$ cat config.mk
export PLATFORM = sky130hd
export DESIGN_NAME = cs_window_decoder
export DESIGN_NICKNAME = d
export VERILOG_FILES = /design/src/rtl/cs_win_pkg.sv /design/src/rtl/cs_win_ctrl.sv /design/src/rtl/cs_win_match.sv /design/src/rtl/cs_win_datapath.sv /design/src/rtl/cs_window_decoder.sv
export SDC_FILE = /design/constraint.sdc
export NUM_CORES = 1
export LEC_CHECK = 0
export BUFFER_PORTS_ARGS = -buffer_cell sky130_fd_sc_hd__buf_2
export CAP_MARGIN = 0
export CELL_PAD_IN_SITES_DETAIL_PLACEMENT = 1
export CELL_PAD_IN_SITES_GLOBAL_PLACEMENT = 1
export CORE_MARGIN = 8
export CORE_UTILIZATION = 44
export DETAILED_ROUTE_END_ITERATION = 8
export PLACE_DENSITY = 0.83
export SYNTH_ARGS = -nofsm -noshare
export SYNTH_HDL_FRONTEND = slang
export SYNTH_SLANG_ARGS = --single-unit
$ cat constraint.sdc
create_clock -name clk -period 4.9 [get_ports clk]
set_input_delay 0.245 -clock clk [delete_from_list [all_inputs] [get_ports clk]]
set_output_delay 0.245 -clock clk [all_outputs]
set_load 0.05 [all_outputs]
$ cat src/rtl/cs_win_pkg.sv
`timescale 1ns/1ps
package cs_win_pkg;

  // Layout of the stored window word
  localparam int CFG_W     = 12;
  localparam int BASE_W    = 6;
  localparam int VALID_BIT = 6;
  localparam int RSVD_BIT  = 7;
  localparam int MASK_LSB  = 8;
  localparam int MASK_W    = 4;

  localparam logic [CFG_W-1:0] CFG_KEEP    = 12'hF7F;
  localparam logic [CFG_W-1:0] CFG_RST_OFF = 12'hF00;
  localparam logic [CFG_W-1:0] CFG_RST_ON  = 12'hF40;

  localparam int SEL_IDX_W = 8;

  // Strobes from register control to the datapath
  typedef struct packed {
    logic                 wrEn;
    logic                 rdHit;
    logic [SEL_IDX_W-1:0] idx;
  } cfgStrobe_t;

  function automatic logic maskCodeOk(input logic [MASK_W-1:0] code, input bit allowFull);
    case (code)
      4'h8, 4'hC, 4'hE, 4'hF: return 1'b1;
      4'h0:                   return allowFull;
      default:                return 1'b0;
    endcase
  endfunction

endpackage

$ cat src/rtl/cs_win_ctrl.sv
`timescale 1ns/1ps
module cs_win_ctrl
  import cs_win_pkg::*;
#(
  parameter int NUM_CS       = 8,
  parameter int REG_AW       = 12,
  parameter int GROUP_BASE   = 32'h60,
  parameter int GROUP_STRIDE = 32'h30,
  parameter int WIN_OFS      = 32'h18
) (
  input  logic              regWe,
  input  logic [REG_AW-1:0] regAddr,
  output cfgStrobe_t        strb
);

  // Address decode of the per-select window word
  always_comb begin
    strb = '0;
    for (int i = 0; i < NUM_CS; i++) begin
      if (regAddr == REG_AW'(GROUP_BASE + i * GROUP_STRIDE + WIN_OFS)) begin
        strb.rdHit = 1'b1;
        strb.idx   = SEL_IDX_W'(i);
      end
    end
    strb.wrEn = regWe & strb.rdHit;
  end

endmodule

$ cat src/rtl/cs_win_match.sv
`timescale 1ns/1ps
module cs_win_match
  import cs_win_pkg::*;
#(
  parameter int ADDR_W     = 32,
  parameter int WIN_SHIFT  = 24,
  parameter bit ALLOW_FULL = 1'b0
) (
  input  logic              clk,
  input  logic              rstN,
  input  logic              accValid,
  input  logic [ADDR_W-1:0] accAddr,
  input  logic [CFG_W-1:0]  cfgWord,
  output logic              hit,
  output logic [ADDR_W-1:0] offset,
  output logic              badMask
);

  localparam int TOP_W = ADDR_W - WIN_SHIFT;

  logic [BASE_W-1:0] baseFld;
  logic [MASK_W-1:0] maskFld;
  logic              validFld;
  logic [TOP_W-1:0]  careTop;
  logic [TOP_W-1:0]  baseTop;
  logic [TOP_W-1:0]  addrTop;

  assign baseFld  = cfgWord[BASE_W-1:0];
  assign validFld = cfgWord[VALID_BIT];
  assign maskFld  = cfgWord[MASK_LSB +: MASK_W];

  // Bits of the top byte that take part in the compare
  assign careTop = {{(TOP_W - MASK_W){1'b1}}, maskFld};
  assign baseTop = {{(TOP_W - BASE_W){1'b0}}, baseFld};
  assign addrTop = accAddr[ADDR_W-1:WIN_SHIFT];

  assign hit     = accValid & validFld & (((addrTop ^ baseTop) & careTop) == '0);
  assign offset  = {addrTop & ~careTop, accAddr[WIN_SHIFT-1:0]};
  assign badMask = ~maskCodeOk(maskFld, ALLOW_FULL);

  // the stored reserved bit never reaches the matcher as one
  a_r2_rsvd_clear: assert property (@(posedge clk) disable iff (!rstN)
    cfgWord[RSVD_BIT] == 1'b0);

  // a claimed address shares the base under the cared bits
  a_r4_hit_in_window: assert property (@(posedge clk) disable iff (!rstN)
    hit |-> ((accAddr[ADDR_W-1:WIN_SHIFT] & careTop) == (baseTop & careTop)));

endmodule

$ cat src/rtl/cs_win_datapath.sv
`timescale 1ns/1ps
module cs_win_datapath
  import cs_win_pkg::*;
#(
  parameter int NUM_CS     = 8,
  parameter int ADDR_W     = 32,
  parameter int REG_DW     = 32,
  parameter int WIN_SHIFT  = 24,
  parameter bit ALLOW_FULL = 1'b0
) (
  input  logic              clk,
  input  logic              rstN,
  input  cfgStrobe_t        strb,
  input  logic [REG_DW-1:0] regWdata,
  output logic [REG_DW-1:0] regRdata,
  input  logic              accValid,
  input  logic [ADDR_W-1:0] accAddr,
  output logic [NUM_CS-1:0] csSel,
  output logic [ADDR_W-1:0] csOffset,
  output logic              miss,
  output logic              overlap,
  output logic [NUM_CS-1:0] badMask
);

  localparam logic [REG_DW-1:0] KEEP_W = REG_DW'(CFG_KEEP);
  localparam logic [REG_DW-1:0] RST_ON = REG_DW'(CFG_RST_ON);
  localparam logic [REG_DW-1:0] RST_OFF = REG_DW'(CFG_RST_OFF);

  logic [REG_DW-1:0] cfgWord [NUM_CS];
  logic [NUM_CS-1:0] hitVec;
  logic [ADDR_W-1:0] offVec  [NUM_CS];

  // Window word storage
  always_ff @(posedge clk or negedge rstN) begin
    if (!rstN) begin
      for (int i = 0; i < NUM_CS; i++) begin
        cfgWord[i] <= (i == 0) ? RST_ON : RST_OFF;
      end
    end else if (strb.wrEn) begin
      for (int i = 0; i < NUM_CS; i++) begin
        if (strb.idx == SEL_IDX_W'(i)) begin
          cfgWord[i] <= regWdata & KEEP_W;
        end
      end
    end
  end

  // Read mux
  always_comb begin
    regRdata = '0;
    for (int i = 0; i < NUM_CS; i++) begin
      if (strb.rdHit && strb.idx == SEL_IDX_W'(i)) begin
        regRdata = cfgWord[i];
      end
    end
  end

  // One comparator per select
  for (genvar g = 0; g < NUM_CS; g++) begin : gMatch
    cs_win_match #(
      .ADDR_W     (ADDR_W),
      .WIN_SHIFT  (WIN_SHIFT),
      .ALLOW_FULL (ALLOW_FULL)
    ) u_match (
      .clk      (clk),
      .rstN     (rstN),
      .accValid (accValid),
      .accAddr  (accAddr),
      .cfgWord  (cfgWord[g][CFG_W-1:0]),
      .hit      (hitVec[g]),
      .offset   (offVec[g]),
      .badMask  (badMask[g])
    );

    // a disabled select is never driven
    a_r5_enable_needed: assert property (@(posedge clk) disable iff (!rstN)
      csSel[g] |-> cfgWord[g][VALID_BIT]);

    // a write to this select is stored, masked, at the next edge
    a_r2_write_lands: assert property (@(posedge clk) disable iff (!rstN)
      (strb.wrEn && strb.idx == SEL_IDX_W'(g)) |=> (cfgWord[g] == ($past(regWdata) & KEEP_W)));
  end

  // Lowest-numbered claimant wins
  always_comb begin
    logic found;
    found    = 1'b0;
    csSel    = '0;
    csOffset = '0;
    overlap  = 1'b0;
    for (int i = 0; i < NUM_CS; i++) begin
      if (hitVec[i]) begin
        if (!found) begin
          found    = 1'b1;
          csSel[i] = 1'b1;
          csOffset = offVec[i];
        end else begin
          overlap = 1'b1;
        end
      end
    end
    miss = accValid & ~found;
  end

  a_r6_single_select: assert property (@(posedge clk) disable iff (!rstN)
    $onehot0(csSel));

  a_r6_overlap_has_winner: assert property (@(posedge clk) disable iff (!rstN)
    overlap |-> (csSel != '0));

  a_r8_idle_quiet: assert property (@(posedge clk) disable iff (!rstN)
    !accValid |-> (csSel == '0 && !miss && !overlap && csOffset == '0));

  a_r8_miss_exclusive: assert property (@(posedge clk) disable iff (!rstN)
    accValid |-> (miss != (|csSel)));

endmodule

$ cat src/rtl/cs_window_decoder.sv
`timescale 1ns/1ps
module cs_window_decoder
  import cs_win_pkg::*;
#(
  parameter int NUM_CS       = 8,
  parameter int ADDR_W       = 32,
  parameter int REG_AW       = 12,
  parameter int REG_DW       = 32,
  parameter int WIN_SHIFT    = 24,
  parameter bit ALLOW_FULL   = 1'b0,
  parameter int GROUP_BASE   = 32'h60,
  parameter int GROUP_STRIDE = 32'h30,
  parameter int WIN_OFS      = 32'h18
) (
  input  logic              clk,
  input  logic              rstN,
  input  logic              regWe,
  input  logic [REG_AW-1:0] regAddr,
  input  logic [REG_DW-1:0] regWdata,
  output logic [REG_DW-1:0] regRdata,
  input  logic              accValid,
  input  logic [ADDR_W-1:0] accAddr,
  output logic [NUM_CS-1:0] csSel,
  output logic [ADDR_W-1:0] csOffset,
  output logic              miss,
  output logic              overlap,
  output logic [NUM_CS-1:0] badMask
);

  cfgStrobe_t strb;

  cs_win_ctrl #(
    .NUM_CS       (NUM_CS),
    .REG_AW       (REG_AW),
    .GROUP_BASE   (GROUP_BASE),
    .GROUP_STRIDE (GROUP_STRIDE),
    .WIN_OFS      (WIN_OFS)
  ) u_ctrl (
    .regWe   (regWe),
    .regAddr (regAddr),
    .strb    (strb)
  );

  cs_win_datapath #(
    .NUM_CS     (NUM_CS),
    .ADDR_W     (ADDR_W),
    .REG_DW     (REG_DW),
    .WIN_SHIFT  (WIN_SHIFT),
    .ALLOW_FULL (ALLOW_FULL)
  ) u_dp (
    .clk      (clk),
    .rstN     (rstN),
    .strb     (strb),
    .regWdata (regWdata),
    .regRdata (regRdata),
    .accValid (accValid),
    .accAddr  (accAddr),
    .csSel    (csSel),
    .csOffset (csOffset),
    .miss     (miss),
    .overlap  (overlap),
    .badMask  (badMask)
  );

endmodule

# Yosys cells after proc, flatten, opt, wreduce, memory -nomap -nowiden
# Index checks and enable logic that the tools add are counted.
[word_totals]
reg_bits = 88
inputBits = 80
[classes]
n_eq_ne = 47
mux = 75
n_bitwise = 59
n_reduce_logical = 33
[ops]
columns = ["operator", "n"]
rows = [
  ["two-way mux 32 bit", 15],
  ["bitwise AND 8 bit", 16],
  ["== test 4 bit, second input constant", 32],
  ["two-way mux 12 bit", 8],
  ["zero test 8 bit", 9],
  ["two-way mux 9 bit", 8],
  ["NOT 8 bit", 8],
  ["bitwise XOR 8 x 6 -> 8 bit", 8],
  ["== test 12 x 9 -> 1 bit, second input constant", 5],
  ["two-way mux 1 bit", 44],
  ["== test 8 x 3 -> 1 bit, second input constant", 4],
  ["OR reduction 4 bit", 8],
  ["== test 12 x 8 -> 1 bit, second input constant", 2],
  ["bitwise AND 1 bit", 18],
  ["== test 8 x 2 -> 1 bit, second input constant", 2],
  ["AND reduction 2 bit", 8],
  ["== test 12 x 7 -> 1 bit, second input constant", 1],
  ["NOT 1 bit", 9],
  ["== test 8 x 1 -> 1 bit, second input constant", 1],
  ["logical AND 1 bit", 8],
]

# Logic depth before layout (Yosys ltp)
[logic_depth]
word_depth = 19
ltp_mapped = 9
depth_no_buf = 8

# Modules after synthesis
# Synthesis repeated with hierarchy kept, for this count alone.
[hier_totals]
cells_unflattened = 1120
hier_area_um2 = 9626.7
[by_module_without_submodules]
columns = ["mod", "n_inst", "cells_per_inst", "area_each_um2", "seq_area_each_um2"]
rows = [
  ["cs_win_datapath", 1, 711, 6628.9, 2243.4],
  ["cs_win_match", 8, 47, 344.1, 0.0],
  ["cs_win_ctrl", 1, 33, 245.2, 0.0],
]

# Worst setup path after synthesis
# Ideal clock, no wire load.
[synth_timing]
path_kind = "in2out"
startpoint = "input port accAddr[31]"
endpoint = "output port csOffset[26]"
arrival_time_ns = 3.305
slack_ns = 1.350
path_stages = 7
cell_sequence = "or3b_1 buf_6 nor3_1 nand4_2 nor3_1 a21oi_1 a22oi_1"
[synth_via]
elab_chain_cells = 19
[synth_rtl]
columns = ["element", "line_no", "rtl"]
rows = [
  ["start, declared", "cs_window_decoder.sv:22", "input logic [ADDR_W-1:0] accAddr,"],
  ["bitwise XOR 8 x 6 -> 8 bit", "cs_win_match.sv:37", "assign hit = accValid & validFld & (((addrTop ^ baseTop) & careTop) == '0);"],
  ["bitwise AND 8 bit", "cs_win_match.sv:37", ""],
  ["zero test 8 bit", "cs_win_match.sv:37", ""],
  ["bitwise AND 1 bit", "cs_win_match.sv:37", ""],
  ["two-way mux 32 bit or two-way mux 1 bit (tied branches)", "cs_win_datapath.sv:92", "if (hitVec[i]) begin"],
  ["two-way mux 32 bit", "cs_win_datapath.sv:93", "if (!found) begin"],
  ["two-way mux 32 bit", "cs_win_datapath.sv:92", ""],
  ["two-way mux 32 bit", "cs_win_datapath.sv:93", ""],
  ["[3 not listed]", "-", ""],
  ["two-way mux 32 bit", "cs_win_datapath.sv:93", ""],
  ["two-way mux 32 bit", "cs_win_datapath.sv:92", ""],
  ["two-way mux 32 bit", "cs_win_datapath.sv:93", ""],
  ["two-way mux 32 bit", "cs_win_datapath.sv:92", ""],
  ["two-way mux 32 bit", "cs_win_datapath.sv:93", ""],
  ["two-way mux 32 bit", "cs_win_datapath.sv:92", ""],
  ["two-way mux 32 bit", "cs_win_datapath.sv:93", ""],
  ["two-way mux 32 bit (*)", "cs_win_datapath.sv:92", ""],
  ["end, declared", "cs_window_decoder.sv:24", "output logic [ADDR_W-1:0] csOffset,"],
]
# Every way passes the cells marked *; elsewhere a longest branch is shown, timed or not.

# Worst setup path after layout
[layout_timing]
startpoint = "register u_dp.cfgWord[98] in the netlist's numbering"
endpoint = "output port csOffset[26]"
[layout_via]
elab_chain_cells = 11
[layout_rtl]
columns = ["element", "line_no", "rtl"]
rows = [
  ["start, declared", "cs_win_datapath.sv:29", "logic [REG_DW-1:0] cfgWord [NUM_CS];"],
  ["start signal, assigned by index", "cs_win_datapath.sv:37", "cfgWord[i] <= (i == 0) ? RST_ON : RST_OFF;"],
  ["start signal, assigned by index", "cs_win_datapath.sv:42", "cfgWord[i] <= regWdata & KEEP_W;"],
  ["bitwise XOR 8 x 6 -> 8 bit (*)", "cs_win_match.sv:37", ""],
  ["bitwise AND 8 bit (*)", "cs_win_match.sv:37", ""],
  ["zero test 8 bit (*)", "cs_win_match.sv:37", ""],
  ["bitwise AND 1 bit (*)", "cs_win_match.sv:37", ""],
  ["two-way mux 32 bit or two-way mux 1 bit (tied branches)", "cs_win_datapath.sv:92", ""],
  ["two-way mux 32 bit", "cs_win_datapath.sv:93", ""],
  ["two-way mux 32 bit", "cs_win_datapath.sv:92", ""],
  ["two-way mux 32 bit", "cs_win_datapath.sv:93", ""],
  ["two-way mux 32 bit", "cs_win_datapath.sv:92", ""],
  ["two-way mux 32 bit", "cs_win_datapath.sv:93", ""],
  ["two-way mux 32 bit (*)", "cs_win_datapath.sv:92", ""],
]
# Marked as above.

==> impl_metrics.py <==
metrics = {
    "power": {
        "pwr-share-clk_pct": 44.3,
        "p_seq_share_pct": 46.4,
        "p_leak_nw": 3.28,
        "vdd_drop_max_mv": 0.123,
        "p_per_area_nw_per_um2": 240,
        "power_frac_comb_pct": 9.3,
        "p_int_mw": 1.17,
        "p_sw_mw": 0.419,
        "switching_share_pct": 26.4,
    },
    "finish": {
        "fin_nets": 732,
        "top_regs": "u_dp.cfgWord (88)",
        "regMostFlops": "u_dp.cfgWord",
        "area_growth_pct": 13.9,
        "layout-drive-gt1-share_pct": 42.2,
        "fin_util_pct": 50.5,
        "nFillCells": 1480,
        "n_antenna_cell": 0,
        "largest_reg_flops": 88,
        "multi_input_area_um2": 3190,
        "regArea_um2": 2240,
    },
    "floorplan": {
        "core.rowCount": 42,
        "dieWidth_um": 131,
        "die-height_um": 131,
        "core-area_um2": 13100,
        "initial_utilization_pct": 44.3,
        "io-pin-count": 162,
        "die-area_um2": 17100,
    },
    "detailed_routing": {
        "dr.pass1.iters": 7,
        "drt_iter0_markers": 515,
        "ant_nets": 0,
        "wirelength_um": 19700,
        "post-route-drc-count": 0,
        "vias": 4977,
        "routed_via_density": 5.97,
        "post_drt_wl_per_cell_um": 23.7,
    },
    "global_route": {
        "antenna_found_initial": 0,
        "grt_pass1_wl_um": 29500,
        "track_usage_pct": 23.0,
        "grt_max_degree": 89,
        "grt_overflow": 0,
        "grt_pass1_vias": 5195,
    },
    "sta": {
        "finalSetupTns_ns": 0,
        "finalClockSkew_ns": 0,
        "worst-slew-pin-transition_ns": 1.15,
        "rsz0062_at_grt": "false",
        "maxSlewHeadroom_pct": 23.6,
        "layout_min_cycle_time_ns": 3.39,
        "fmax_mhz": 295,
        "slew_violations": 0,
        "setup-violations-final": 0,
        "hold_viol_final": 0,
        "fin_crit_sh_pct": 69.1,
    },
    "synth": {
        "ys_ff_latch": 88,
        "synth.distinct_cells": 57,
        "synth-async-reset-ratio_pct": 100,
        "yosys-top-cells-count": "mux2_2 (88), dfrtp_1 (55), nand2_1 (54)",
        "yosys_warnings": 0,
        "syn_avg_cell_area_um2": 10.4,
        "synth.most_common_cell": "mux2_2",
        "synthTopCellsByArea": "dfrtp_1 (24%), mux2_2 (17%), dfstp_2 (15%)",
        "synth_compound_area_share_pct": 13.0,
        "synth-xor-area-share_pct": 7.24,
        "synth_ff_type": "dfrtp_1",
        "synth_top_area_share_pct": 23.7,
        "synth_top_cell_by_area": "dfrtp_1",
        "seq_area_frac_synth_pct": 38.7,
        "synth_fa_ha_area_share_pct": 0,
        "synth_edf_count": 0,
        "synth_cells": 560,
        "synth_mux_area_share_pct": 17.6,
        "synth_area_um2": 5800,
        "synth_top_family_by_area": "multiplexers",
        "synth-simple-area-share_pct": 15.4,
    },
    "outcome": {
        "status": "finished clean",
    },
    "worst_setup_path": {
        "timing.rr.end": "u_dp.cfgWord[106]",
        "slowest_delay_ns": 0.58,
        "endpoint": "csOffset[26]",
        "r2r_start": "u_dp.cfgWord[106]",
        "critPathLaunch": "u_dp.cfgWord[98]",
        "end_kind": "output port",
        "cp_data_arrival_time_ns": 3.14,
        "slowest_stage": "a211oi_1",
        "worstSetupPathType": "reg -> out",
        "crit_chain": "xor2_1, a211oi_1, nand3_1, nand2_1, or3b_1, a21oi_1, a22oi_1, buf_2",
        "cp_max_fo": 11,
        "crit_family": "simple AND/OR/NAND/NOR gates",
        "required_ns": 4.66,
        "start_kind": "flip-flop",
        "reg2reg_slack_ns": 4.05,
        "crit_buf_inv": 1,
        "reg2regPathDepth": 1,
        "worstSetupPathDepth": 8,
    },
    "clocking": {
        "cts_hold_buf": 0,
        "root_buffer": "clkbuf_16",
        "cts.clk_slew.worst_paths_ns": 0.07,
        "clock-sinks": 88,
        "clk_latency_ns": 0.34,
        "cts_buffer_depth": 2,
        "cts_setup_buffers": 0,
        "cts_tree": "done",
        "cts_htree_levels": 3,
        "cts_buffers": 9,
        "cts_resized": 0,
    },
    "hold_path": {
        "min_path_type": "in -> async",
    },
    "placed_design": {
        "hpwl_um": 14500,
        "io_buffer_count": 115,
        "gp_congestion": 0.927,
    },
    "job": {
        "cap_violations": 0,
    },
}
-- how the worst min path moves through the flow --
stage | to | slack [ns] | cells past startpoint
finish | u_dp.cfgWord[193] | 0.10 | 1
global route | u_dp.cfgWord[193] | 0.20 | 1
detailed placement | u_dp.cfgWord[166] | 0.50 | 1
CTS | u_dp.cfgWord[195] | 0.15 | 1
global placement | u_dp.cfgWord[134] | 0.49 | 1
floorplan | u_dp.cfgWord[0] | -0.05 | 0
-- placed cells by master, fill, tap and decap left out, types with 4 or more instances in the layout --
master / n
a21oi_1: 6
a222oi_1: 21
a22oi_1: 15
a31oi_1: 6
a32oi_1: 4
buf_2: 114
buf_4: 7
clkbuf_16: 9
conb_1: 25
dfrtp_1: 55
dfstp_2: 33
inv_1: 7
mux2_2: 88
nand2_1: 54
nand2b_1: 6
nand3_1: 8
nand4_1: 4
nor2_1: 17
nor2b_1: 26
nor3_1: 12
nor3b_1: 4
o21ai_0: 29
xor2_1: 48
-- cells by family (layout without fill, tap and decap cells) --
| logic type | count (synthesis) | after routing |
|---|---|---|
| XOR/XNOR | 48 | 48 |
| other | 1 | 25 |
| multiplexers | 91 | 91 |
| AND/OR/NAND/NOR | 158 | 158 |
| buffers and inverters | 73 | 146 |
| flip-flops | 88 | 88 |
| AO/OA/AOI/OAI | 101 | 101 |
-- power groups by stage --
stage | sequential, mW | combinational [mW] | clock, mW
after floorplan | 0.747 | 0.104 | 0
after global placement | 0.748 | 0.141 | 0
after detailed placement | 0.748 | 0.146 | 0
after CTS | 0.736 | 0.147 | 0.715
after global routing | 0.736 | 0.157 | 0.739
final | 0.736 | 0.147 | 0.701
-- per-stage QoR --
stage | power, mW | std cells | area, µm² | hold slack (ns) | worst slack [ns]
after floorplan | 0.851 | 584 | 5890 | -0.0506 | 1.35
after global placement | 0.889 | 817 | 6310 | 0.490 | 1.81
after detailed placement | 0.894 | 817 | 6310 | 0.504 | 1.76
after CTS | 1.60 | 833 | 6610 | 0.153 | 1.55
after global routing | 1.63 | 833 | 6610 | 0.200 | 1.32
final | 1.58 | 833 | 6610 | 0.105 | 1.51
-- cell type report --
type                    count  area share (%)
repair buffers            121            9.43
inverters                   9           0.511
flip-flops and latches     88            33.9
clock buffers              10            3.46
well taps                 176            3.33
clock inverters             6            1.02
multi-input cells         423            48.3
-- routing by layer --
metal  wire length, µm  vias to the layer above  global-route usage (%)
met5                 0                        -                       0
met4               444                        0                    7.90
met3              1610                       34                    4.95
met2              9990                      245                    38.9
met1              7680                     2528                    28.3
li1                  -                     2170                       -
Note: power is estimated with default switching activity, not from simulation.
